## src/rtl/eiu_pkg.sv

```systemverilog
package eiu_pkg;
   // word index (byte offset / 4) of each register; software depends on these
   localparam int unsigned K_MASK = 0;
   localparam int unsigned K_SRC  = 1;
   localparam int unsigned K_STAT = 2;
   localparam int unsigned K_RAW  = 3;
   localparam int unsigned K_CLR  = 4;
   localparam int unsigned K_POL  = 5;
   localparam int unsigned K_EDGE = 6;
   localparam int unsigned K_SWI  = 7;
endpackage

```

## src/rtl/eiu_sync.sv

```systemverilog
module eiu_sync #(
   parameter int W      = 32,
   parameter int STAGES = 2
) (
   input  logic         clk,
   input  logic         rst_n,
   input  logic [W-1:0] d,
   output logic [W-1:0] q
);
   logic [STAGES-1:0][W-1:0] chain_q;

   always_ff @(posedge clk) begin
      if (!rst_n) chain_q <= '0;
      else        chain_q <= {chain_q[STAGES-2:0], d};
   end

   assign q = chain_q[STAGES-1];
endmodule

```

## src/rtl/eiu_detect.sv

```systemverilog
module eiu_detect #(
   parameter int NCH = 32
) (
   input  logic           clk,
   input  logic           rst_n,
   input  logic [NCH-1:0] smp,
   input  logic [NCH-1:0] pol,
   input  logic [NCH-1:0] edg,
   output logic [NCH-1:0] set_lvl,
   output logic [NCH-1:0] set_edge
);
   logic [NCH-1:0] prev_q;

   always_ff @(posedge clk) begin
      if (!rst_n) prev_q <= '0;
      else        prev_q <= smp;
   end

   for (genvar c = 0; c < NCH; c++) begin : g_ch
      logic act, rise, fall;
      assign act  = smp[c] ~^ pol[c];
      assign rise = smp[c] & ~prev_q[c];
      assign fall = ~smp[c] & prev_q[c];
      assign set_lvl[c]  = ~edg[c] & act;
      assign set_edge[c] = edg[c] & (pol[c] ? rise : fall);
   end
endmodule

```

## src/rtl/eiu_regs.sv

```systemverilog
module eiu_regs
   import eiu_pkg::*;
#(
   parameter int NCH = 32,
   parameter int DW  = 32,
   parameter int AW  = 5
) (
   input  logic           clk,
   input  logic           rst_n,
   input  logic [AW-1:0]  reg_addr,
   input  logic           reg_wen,
   input  logic [DW-1:0]  reg_wdata,
   input  logic [NCH-1:0] set_hw,
   output logic [DW-1:0]  reg_rdata,
   output logic [NCH-1:0] mask_q,
   output logic [NCH-1:0] pol_q,
   output logic [NCH-1:0] edge_q,
   output logic [NCH-1:0] raw_q
);
   localparam int IW = AW - 2;

   logic [IW-1:0]  idx;
   logic           aligned;
   logic [NCH-1:0] wd, src_q, clr_vec, swi_vec;
   logic           wr_mask, wr_src, wr_clr, wr_pol, wr_edge, wr_swi;

   assign idx     = reg_addr[AW-1:2];
   assign aligned = (reg_addr[1:0] == 2'b00);
   assign wd      = reg_wdata[NCH-1:0];

   assign wr_mask = reg_wen && aligned && (idx == IW'(K_MASK));
   assign wr_src  = reg_wen && aligned && (idx == IW'(K_SRC));
   assign wr_clr  = reg_wen && aligned && (idx == IW'(K_CLR));
   assign wr_pol  = reg_wen && aligned && (idx == IW'(K_POL));
   assign wr_edge = reg_wen && aligned && (idx == IW'(K_EDGE));
   assign wr_swi  = reg_wen && aligned && (idx == IW'(K_SWI));

   assign clr_vec = wr_clr ? wd : '0;
   assign swi_vec = wr_swi ? wd : '0;

   always_ff @(posedge clk) begin
      if (!rst_n) begin
         mask_q <= '1;
         src_q  <= '0;
         pol_q  <= '0;
         edge_q <= '0;
         raw_q  <= '0;
      end else begin
         if (wr_mask) mask_q <= wd;
         if (wr_src)  src_q  <= wd;
         if (wr_pol)  pol_q  <= wd;
         if (wr_edge) edge_q <= wd;
         // any active source in the same cycle outranks the clear
         raw_q <= (raw_q & ~clr_vec) | set_hw | swi_vec;
      end
   end

   always_comb begin
      reg_rdata = '0;
      if (aligned) begin
         if      (idx == IW'(K_MASK)) reg_rdata = DW'(mask_q);
         else if (idx == IW'(K_SRC))  reg_rdata = DW'(src_q);
         else if (idx == IW'(K_STAT)) reg_rdata = DW'(raw_q & ~mask_q);
         else if (idx == IW'(K_RAW))  reg_rdata = DW'(raw_q);
         else if (idx == IW'(K_POL))  reg_rdata = DW'(pol_q);
         else if (idx == IW'(K_EDGE)) reg_rdata = DW'(edge_q);
      end
   end
endmodule

```

## src/rtl/ext_irq_front.sv

```systemverilog
module ext_irq_front #(
   parameter int NCH         = 32,
   parameter int DW          = 32,
   parameter int AW          = 5,
   parameter int SYNC_STAGES = 2
) (
   input  logic           clk,
   input  logic           rst_n,
   input  logic [NCH-1:0] irq_in,
   input  logic [AW-1:0]  reg_addr,
   input  logic           reg_wen,
   input  logic [DW-1:0]  reg_wdata,
   output logic [DW-1:0]  reg_rdata,
   output logic [NCH-1:0] irq_out
);
   if (NCH < 1 || NCH > DW) begin : g_bad_nch
      $error("ext_irq_front: NCH must be between 1 and DW");
   end
   if (AW < 5) begin : g_bad_aw
      $error("ext_irq_front: AW must cover eight word registers");
   end
   if (SYNC_STAGES < 2) begin : g_bad_sync
      $error("ext_irq_front: at least two synchroniser stages required");
   end

   logic [NCH-1:0] smp, set_lvl, set_edge, set_hw;
   logic [NCH-1:0] mask_q, pol_q, edge_q, raw_q;

   eiu_sync #(.W(NCH), .STAGES(SYNC_STAGES)) u_sync (
      .clk(clk), .rst_n(rst_n), .d(irq_in), .q(smp)
   );

   eiu_detect #(.NCH(NCH)) u_det (
      .clk(clk), .rst_n(rst_n), .smp(smp), .pol(pol_q), .edg(edge_q),
      .set_lvl(set_lvl), .set_edge(set_edge)
   );

   assign set_hw = set_lvl | set_edge;

   eiu_regs #(.NCH(NCH), .DW(DW), .AW(AW)) u_regs (
      .clk(clk), .rst_n(rst_n), .reg_addr(reg_addr), .reg_wen(reg_wen),
      .reg_wdata(reg_wdata), .set_hw(set_hw), .reg_rdata(reg_rdata),
      .mask_q(mask_q), .pol_q(pol_q), .edge_q(edge_q), .raw_q(raw_q)
   );

   assign irq_out = raw_q & ~mask_q;
endmodule

```

## config.mk

```make
export PLATFORM = sky130hd
export DESIGN_NAME = ext_irq_front
export DESIGN_NICKNAME = d
export VERILOG_FILES = /design/src/rtl/eiu_pkg.sv /design/src/rtl/eiu_sync.sv /design/src/rtl/eiu_detect.sv /design/src/rtl/eiu_regs.sv /design/src/rtl/ext_irq_front.sv
export SDC_FILE = /design/constraint.sdc
export NUM_CORES = 1
export LEC_CHECK = 0
export ABC_AREA = 1
export BUFFER_PORTS_ARGS = -buffer_cell sky130_fd_sc_hd__clkbuf_2
export CORE_ASPECT_RATIO = 1.75
export CORE_UTILIZATION = 60
export DETAILED_ROUTE_END_ITERATION = 7
export PLACE_DENSITY = 0.77
export RECOVER_POWER = 50
export SLEW_MARGIN = 20
export SYNTH_ARGS = -nofsm -noshare
export SYNTH_HDL_FRONTEND = slang
export SYNTH_HIERARCHICAL = 1
export SYNTH_SLANG_ARGS = --single-unit
export TNS_END_PERCENT = 50
```

## constraint.sdc

```tcl
create_clock -name clk -period 1.9 [get_ports clk]
set_input_delay 0.19 -clock clk [delete_from_list [all_inputs] [get_ports clk]]
set_output_delay 0.19 -clock clk [all_outputs]
set_load 0.05 [all_outputs]
```

==> flow_summary.rst, run 1 <==
.. list-table::
   :header-rows: 1

   * - Metric
     - Value
   * - Largest net degree at the start of global routing
     - 51
   * - Reg-to-reg slack, setup
     - 0.77 ns
   * - Post-Synth Adder-Cell Area
     - 0%
   * - Share of the synthesized netlist area taken by xor and xnor gates
     - 0%
   * - Number of nets in the layout
     - 2064
   * - Final Wtd Congestion
     - 0.822
   * - Total number of H-tree levels
     - 1
   * - Global-route wire length before repair
     - 52.5 mm
   * - Final Hold Viols
     - 0
   * - Cell at the root of the clock tree
     - clkbuf_16
   * - Syn_nets
     - 1920
   * - Critical Path Fanout Max
     - 4
   * - Number of port buffers
     - 135
   * - Number of I/O pins
     - 136
   * - Combinational family with the most area after synthesis
     - simple AND/OR/NAND/NOR gates
   * - Post-detailed-placement cell area
     - 0.0131 mm2
   * - CP endpoint
     - reg_rdata[2]
   * - # fillers
     - 1592
   * - Compound-Gate Fraction of Synth Area
     - 18.1%
   * - Detailed-route wire length
     - 32.9 mm
   * - Cells taking the most area after synthesis
     - dfxtp_1 42%, inv_1 12%, nand2_1 12%, a21oi_1 7.8%, nor2_1 5.0%
   * - Clock Skew
     - 0.00779 ns
   * - Sequential cell area in the final layout
     - 0.00512 mm2
   * - CP max stage delay
     - 0.35 ns
   * - Overall Global Routing Usage
     - 31.5%
   * - Shortest period the worst path allows
     - 1.83 ns
   * - Run status
     - finished, final reports clean
   * - WP data arrival
     - 1.64 ns
   * - Clock transition time at the flip-flop clock pins of the worst setup and hold paths
     - 0.07 ns
   * - Placement row count
     - 68
   * - Number of vias after detailed routing
     - 11800
   * - Die Span X
     - 110 um
   * - CTS tree
     - built
   * - Residual DRC count
     - 0
   * - Longest Clk Path Bufs
     - 3
   * - Cell type with the largest total area after synthesis
     - dfxtp_1
   * - Count of nets left with antenna violations after detail routing
     - 0
   * - Max-slew headroom at the worst pin
     - 25.5%
   * - Top achievable clock speed
     - 546 MHz
   * - Crit path max-delay cell type
     - dfxtp_1
   * - Measured slew at the worst slew-check pin
     - 1.12 ns
   * - Share of layout cells above drive strength 1
     - 13.6%
   * - Path class of the lowest-slack min-delay path
     - primary input to register
   * - Worst path cell trace
     - a211oi_1 > nand2_1 > nand3_1 > nand2_1 > inv_1 > clkbuf_4
   * - Area share of and/or/nand/nor cells after synthesis
     - 22.3%
   * - Maximum vdd ir drop
     - 813 uV
   * - Synthesized flop and latch total
     - 256
   * - R2r startpoint
     - u_regs/pol_q[21]
   * - Area of the multi-input gates
     - 0.00501 mm2
   * - CP dominant cell by count
     - nand2_1
   * - Hpwl dp
     - 21.4 mm
   * - Critical Path End Type
     - output port
   * - YS warnings
     - 6
   * - GR Overflow Total
     - 0
   * - Post-CTS setup-driven buffer insertion count
     - 0
   * - Final worst-path cycle share
     - 96.3%
   * - DP Cell Count
     - 2152
   * - Post-Syn Area per Cell
     - 6.65 um2
   * - Setup Crit Path Kind
     - register to output port
   * - Core footprint
     - 0.0199 mm2
   * - Number of inserted diodes
     - 0
   * - Startpoint type of the worst setup path
     - register
   * - Total of max-cap violations
     - 0
   * - Clock insertion delay at the later pin of the skew report
     - 0.52 ns
   * - Power Dens Cells
     - 822 mW/mm2
   * - Area enclosed by the die boundary
     - 0.0211 mm2
   * - Total clock buffers created by CTS
     - 24
   * - Number of DRC markers after the initial detailed-route iteration
     - 935
   * - Worst Hold Margin
     - 0.0125 ns
   * - Data required time of the critical path
     - 1.71 ns
   * - Lkg Pwr
     - 8.17 nW
   * - Number of failing setup endpoints in the final timing report
     - 0
   * - Post-layout instance area
     - 0.0146 mm2
   * - Total chip power
     - 12.0 mW
   * - Cells on Worst Hold Path
     - 3
   * - Number of distinct library cell variants in the gate-level netlist after synthesis
     - 24
   * - Number of global-route vias before repair
     - 11300
   * - End of the worst register-to-register path
     - u_regs/raw_q[21]
   * - Fin cells
     - 2255
   * - Fraction of the yosys area taken by sequential cells
     - 41.7%
   * - Area share of the largest cell type after synthesis
     - 41.7%
   * - Starting Density
     - 61.7%
   * - Vias per Instance
     - 5.23
   * - Area overhead of the layout relative to synthesis
     - 18.8%
   * - R2R depth
     - 8
   * - Wire length per cell after detailed routing
     - 14.6 um
   * - Number of sinks driven by the clock tree
     - 256
   * - Count of mapped cells out of synthesis
     - 1848
   * - Max-slew violation count
     - 0
   * - Floorplan die height
     - 191 um
   * - Pre-antenna DRT Iters
     - 5
   * - Launching element of the worst setup path
     - u_regs/mask_q[2]
   * - Proportion of synthesized area in mux cells
     - 0%
   * - Mapped Area
     - 0.0123 mm2
   * - Initial antenna violation count
     - 0
-- critical path, delay by kind of cell (launching register included) --
kind | cells | cell delay (ns)
compound gates | 1 | 0.25
simple gates | 3 | 0.25
buf+inv | 2 | 0.26
flops | 1 | 0.35
-- routing by layer --
layer  GRT usage, %  up-vias  wire length [um]
li1               -     5952                 -
met1           34.7     5334             12600
met2           57.8      403             17000
met3           4.50      106              1940
met4           14.7        0              1360
met5              0        -                 0
-- cell usage in the layout (no fill, tap or decap), types with 6 or more instances in the layout --
cell type,count
inv_1,386
nand2_1,376
dfxtp_1,256
a21oi_1,191
nor2_1,164
o21ai_0,125
clkbuf_2,110
nand3_1,65
dlygate4sd3_1,59
buf_4,36
o21ai_1,34
nor2_2,33
o211ai_1,32
clkbuf_16,25
a211oi_1,24
clkbuf_4,14
nand4_1,12
buf_12,11
clkbuf_1,10
a211oi_2,7
buf_2,6
nor2_4,6
-- per-stage QoR --
stage,setup slack (ns),TNS [ns],util (%)
finish,0.0696,0,73.3
detailed placement,0.115,0,65.7
global placement,0.134,0,65.7
global route,-0.0184,-0.0306,73.3
CTS,0.00551,0,73.0
floorplan,0.272,0,-
-- synthesized netlist by cell type --
| cell | n |
|---|---|
| a21oi_1 | 191 |
| buf_6 | 10 |
| nand2_1 | 377 |
| nor3_1 | 1 |
| nor3_4 | 1 |
| o211ai_1 | 32 |
| a211oi_1 | 31 |
| clkbuf_1 | 34 |
| nand3_1 | 65 |
| nand2_2 | 3 |
| inv_2 | 4 |
| o21ai_0 | 121 |
| and2_1 | 1 |
| dfxtp_1 | 256 |
| buf_1 | 10 |
| buf_4 | 39 |
| nor2_4 | 3 |
| nor2_1 | 165 |
| nand4_1 | 12 |
| inv_1 | 387 |
| o21ai_1 | 38 |
| buf_2 | 31 |
| nor2_2 | 35 |
| clkbuf_2 | 1 |
-- state kept, by name, indices dropped and copies added, names as in the netlist --
signal,flops
u_det/prev_q,32
u_regs/edge_q,32
u_regs/mask_q,32
u_regs/pol_q,32
u_regs/raw_q,32
u_regs/src_q,32
u_sync/chain_q,32
u_sync/q,32
-- where the power goes --
group | internal [mW] | switching (mW)
Clock | 3.15 | 2.06
Sequential | 5.53 | 0.104
Combinational | 0.420 | 0.725
Total | 9.10 | 2.89
-- worst min path at each step --
stage	slack [ns]	end	from
6_report	0.01	u_regs/raw_q[23]	reg_wdata[23]
5_1_grt	0.02	u_regs/raw_q[23]	reg_wdata[23]
4_1_cts	0.007	u_regs/raw_q[18]	reg_wdata[18]
3_5_place_dp	0.37	u_sync/chain_q[1]	irq_in[1]
3_3_place_gp	0.37	u_sync/chain_q[30]	irq_in[30]
2_1_floorplan	0.28	u_sync/chain_q[30]	irq_in[30]
-- kinds of logic after synthesis --
family / count (synthesis)
flops: 256
buf+inv: 516
simple gates: 663
compound gates: 413
-- cell type report --
cell class	count	area share, %
timing repair buffer	243	12.4
multi-input combinational	1076	34.4
tap	245	2.10
clock buffer	35	4.89
inverter	391	10.1
sequential	256	35.1
clock inverter	9	1.01
-- timing repair --
| action | in CTS | in global routing |
|---|---|---|
| endpoints found under the hold margin | 91 | 0 |
| setup endpoints to repair | 4 | 30 |
| hold buffers | 59 | 0 |
| gates resized for setup | 4 | 58 |
| pin swaps | 0 | 1 |
Note: power is estimated with default switching activity, not from simulation.
==> run 2: changes to the inputs <==
--- a/config.mk
+++ b/config.mk
@@ -10,6 +10,7 @@
 export CORE_ASPECT_RATIO = 1.75
 export CORE_UTILIZATION = 60
 export DETAILED_ROUTE_END_ITERATION = 7
+export MAX_ROUTING_LAYER = met4
 export PLACE_DENSITY = 0.77
 export RECOVER_POWER = 50
 export SLEW_MARGIN = 20
==> run 2 against run 1 <==
Sequential cell count is the same. Largest cell class unchanged. Largest power group unchanged. Worst hold slack gained 0.0026 ns. Global-route usage grew 0.89 points. Die area is the same.
==> flow_summary.rst, run 2 (synthesis results as in run 1) <==
.. list-table::
   :header-rows: 1

   * - Metric
     - Value
   * - Initial antenna violation count
     - 0
   * - Fraction of the core area covered by cells at the end of the flow
     - 73.3%
   * - Lkg Pwr
     - 8.17 nW
   * - Post-detailed-placement cell area
     - 0.0131 mm2
   * - Critical Path Fanout Max
     - 4
   * - Number of sinks driven by the clock tree
     - 256
   * - Die Span X
     - 110 um
   * - Run status
     - finished, final reports clean
   * - GR Overflow Total
     - 0
   * - Pre-CTS WS
     - 0.115 ns
   * - Vias per Instance
     - 5.25
   * - Post-layout instance area
     - 0.0146 mm2
   * - Final Wtd Congestion
     - 0.835
   * - Total clock buffers created by CTS
     - 24
   * - Clock Skew
     - 0.00794 ns
   * - Total of max-cap violations
     - 0
   * - Number of vias after detailed routing
     - 11800
   * - WP data arrival
     - 1.64 ns
   * - Global-route wire length before repair
     - 52.5 mm
   * - Wire length per cell after detailed routing
     - 14.6 um
   * - Number of port buffers
     - 135
   * - Floorplan die height
     - 191 um
   * - Number of DRC markers after the initial detailed-route iteration
     - 842
   * - Area enclosed by the die boundary
     - 0.0211 mm2
   * - Hpwl dp
     - 21.4 mm
   * - Placement row count
     - 68
   * - Data required time of the critical path
     - 1.71 ns
   * - Setup Crit Path Kind
     - register to output port
   * - Final worst-path cycle share
     - 96.5%
   * - Max-slew headroom at the worst pin
     - 26.6%
   * - Clock transition time at the flip-flop clock pins of the worst setup and hold paths
     - 0.07 ns
   * - Number of failing setup endpoints in the final timing report
     - 0
   * - Largest net degree at the start of global routing
     - 51
   * - Power Dens Cells
     - 822 mW/mm2
   * - Number of nets in the layout
     - 2064
   * - CTS tree
     - built
   * - Maximum vdd ir drop
     - 811 uV
   * - Most common cell after layout, fill and taps aside
     - inv_1
   * - Path class of the lowest-slack min-delay path
     - primary input to register
   * - Measured slew at the worst slew-check pin
     - 1.10 ns
   * - Count of nets left with antenna violations after detail routing
     - 0
   * - Starting Density
     - 61.7%
   * - Total number of H-tree levels
     - 1
   * - Area overhead of the layout relative to synthesis
     - 18.8%
   * - Shortest period the worst path allows
     - 1.83 ns
   * - Number of global-route vias before repair
     - 11300
   * - Worst Hold Margin
     - 0.0152 ns
   * - Final Hold Viols
     - 0
   * - Leading cell types in the layout, fill and taps excluded
     - 386 x inv_1, 376 x nand2_1, 256 x dfxtp_1, 191 x a21oi_1, 164 x nor2_1
   * - Top achievable clock speed
     - 545 MHz
   * - Sequential cell area in the final layout
     - 0.00512 mm2
   * - Number of inserted diodes
     - 0
   * - Number of I/O pins
     - 136
   * - Overall Global Routing Usage
     - 32.4%
   * - # fillers
     - 1592
   * - Final WS setup
     - 0.0665 ns
   * - Core footprint
     - 0.0199 mm2
   * - Pre-antenna DRT Iters
     - 6
   * - Detailed-route wire length
     - 33.0 mm
   * - Clock insertion delay at the later pin of the skew report
     - 0.52 ns
   * - Startpoint type of the worst setup path
     - register
   * - Critical Path End Type
     - output port
   * - Max-slew violation count
     - 0
   * - Area of the multi-input gates
     - 0.00501 mm2
   * - Share of layout cells above drive strength 1
     - 13.6%
   * - Longest Clk Path Bufs
     - 3
   * - Total chip power
     - 12.0 mW
   * - Residual DRC count
     - 0
   * - Cell at the root of the clock tree
     - clkbuf_16
==> run 2: cell counts in the layout (fill, tap and decap cells not counted) <==
Identical to the previous run, type by type.
==> run 2: through the flow <==
step                      setup TNS [ns]  cells
after floorplan                        0   1848
after detailed placement               0   2152
after CTS                              0   2255
after global placement                 0   2152
final                                  0   2255
after global routing             -0.0307   2255
==> run 2: critical path, cell delays in order, from the launching register on <==
cell and delay (ns):
dfxtp_1 0.35, a211oi_1 0.25, nand2_1 0.07, nand3_1 0.11
nand2_1 0.07, inv_1 0.05, clkbuf_4 0.21
==> run 2: cell type report <==
class / count / area share (%)
Timing Repair Buffer: 243 / 12.4
Clock inverter: 9 / 1.01
Clock buffer: 35 / 4.89
Sequential cell: 256 / 35.1
Inverter: 391 / 10.1
Tap cell: 245 / 2.10
Multi-Input combinational cell: 1076 / 34.4
==> run 2: per-layer routing <==
layer	global-route usage (%)	wire length (um)	up-vias
li1	-	-	5944
met1	34.6	12500	5372
met2	58.0	17000	420
met3	4.47	2100	108
met4	14.7	1340	0
met5	-	0	-
==> run 2: timing repair <==
| item | 4_1_cts | 5_1_grt |
|---|---|---|
| hold buffers | 59 | 0 |
| endpoints found under the hold margin | 91 | 0 |
| pin swaps | 0 | 1 |
| gates resized for setup | 4 | 58 |
| buffers inserted | 0 | 0 |
| endpoints found under the setup margin | 4 | 30 |
==> run 2: power by group <==
group | internal, mW | switching (mW) | total (mW)
Combinational | 0.420 | 0.725 | 1.15
Sequential | 5.53 | 0.104 | 5.64
Clock | 3.15 | 2.07 | 5.22
Total | 9.10 | 2.90 | 12.0
==> run 2: path summary, 6_finish.rpt <==
path / from / to / slack, ns / cells after the start
setup / recovery: u_regs/mask_q[2] / reg_rdata[2] / 0.07 / 6
hold / removal: reg_wdata[23] / u_regs/raw_q[23] / 0.02 / 3
hold reg to reg: u_sync/chain_q[22] / u_sync/q[22] / 0.41 / 2
setup reg to reg: u_regs/pol_q[21] / u_regs/raw_q[21] / 0.78 / 8
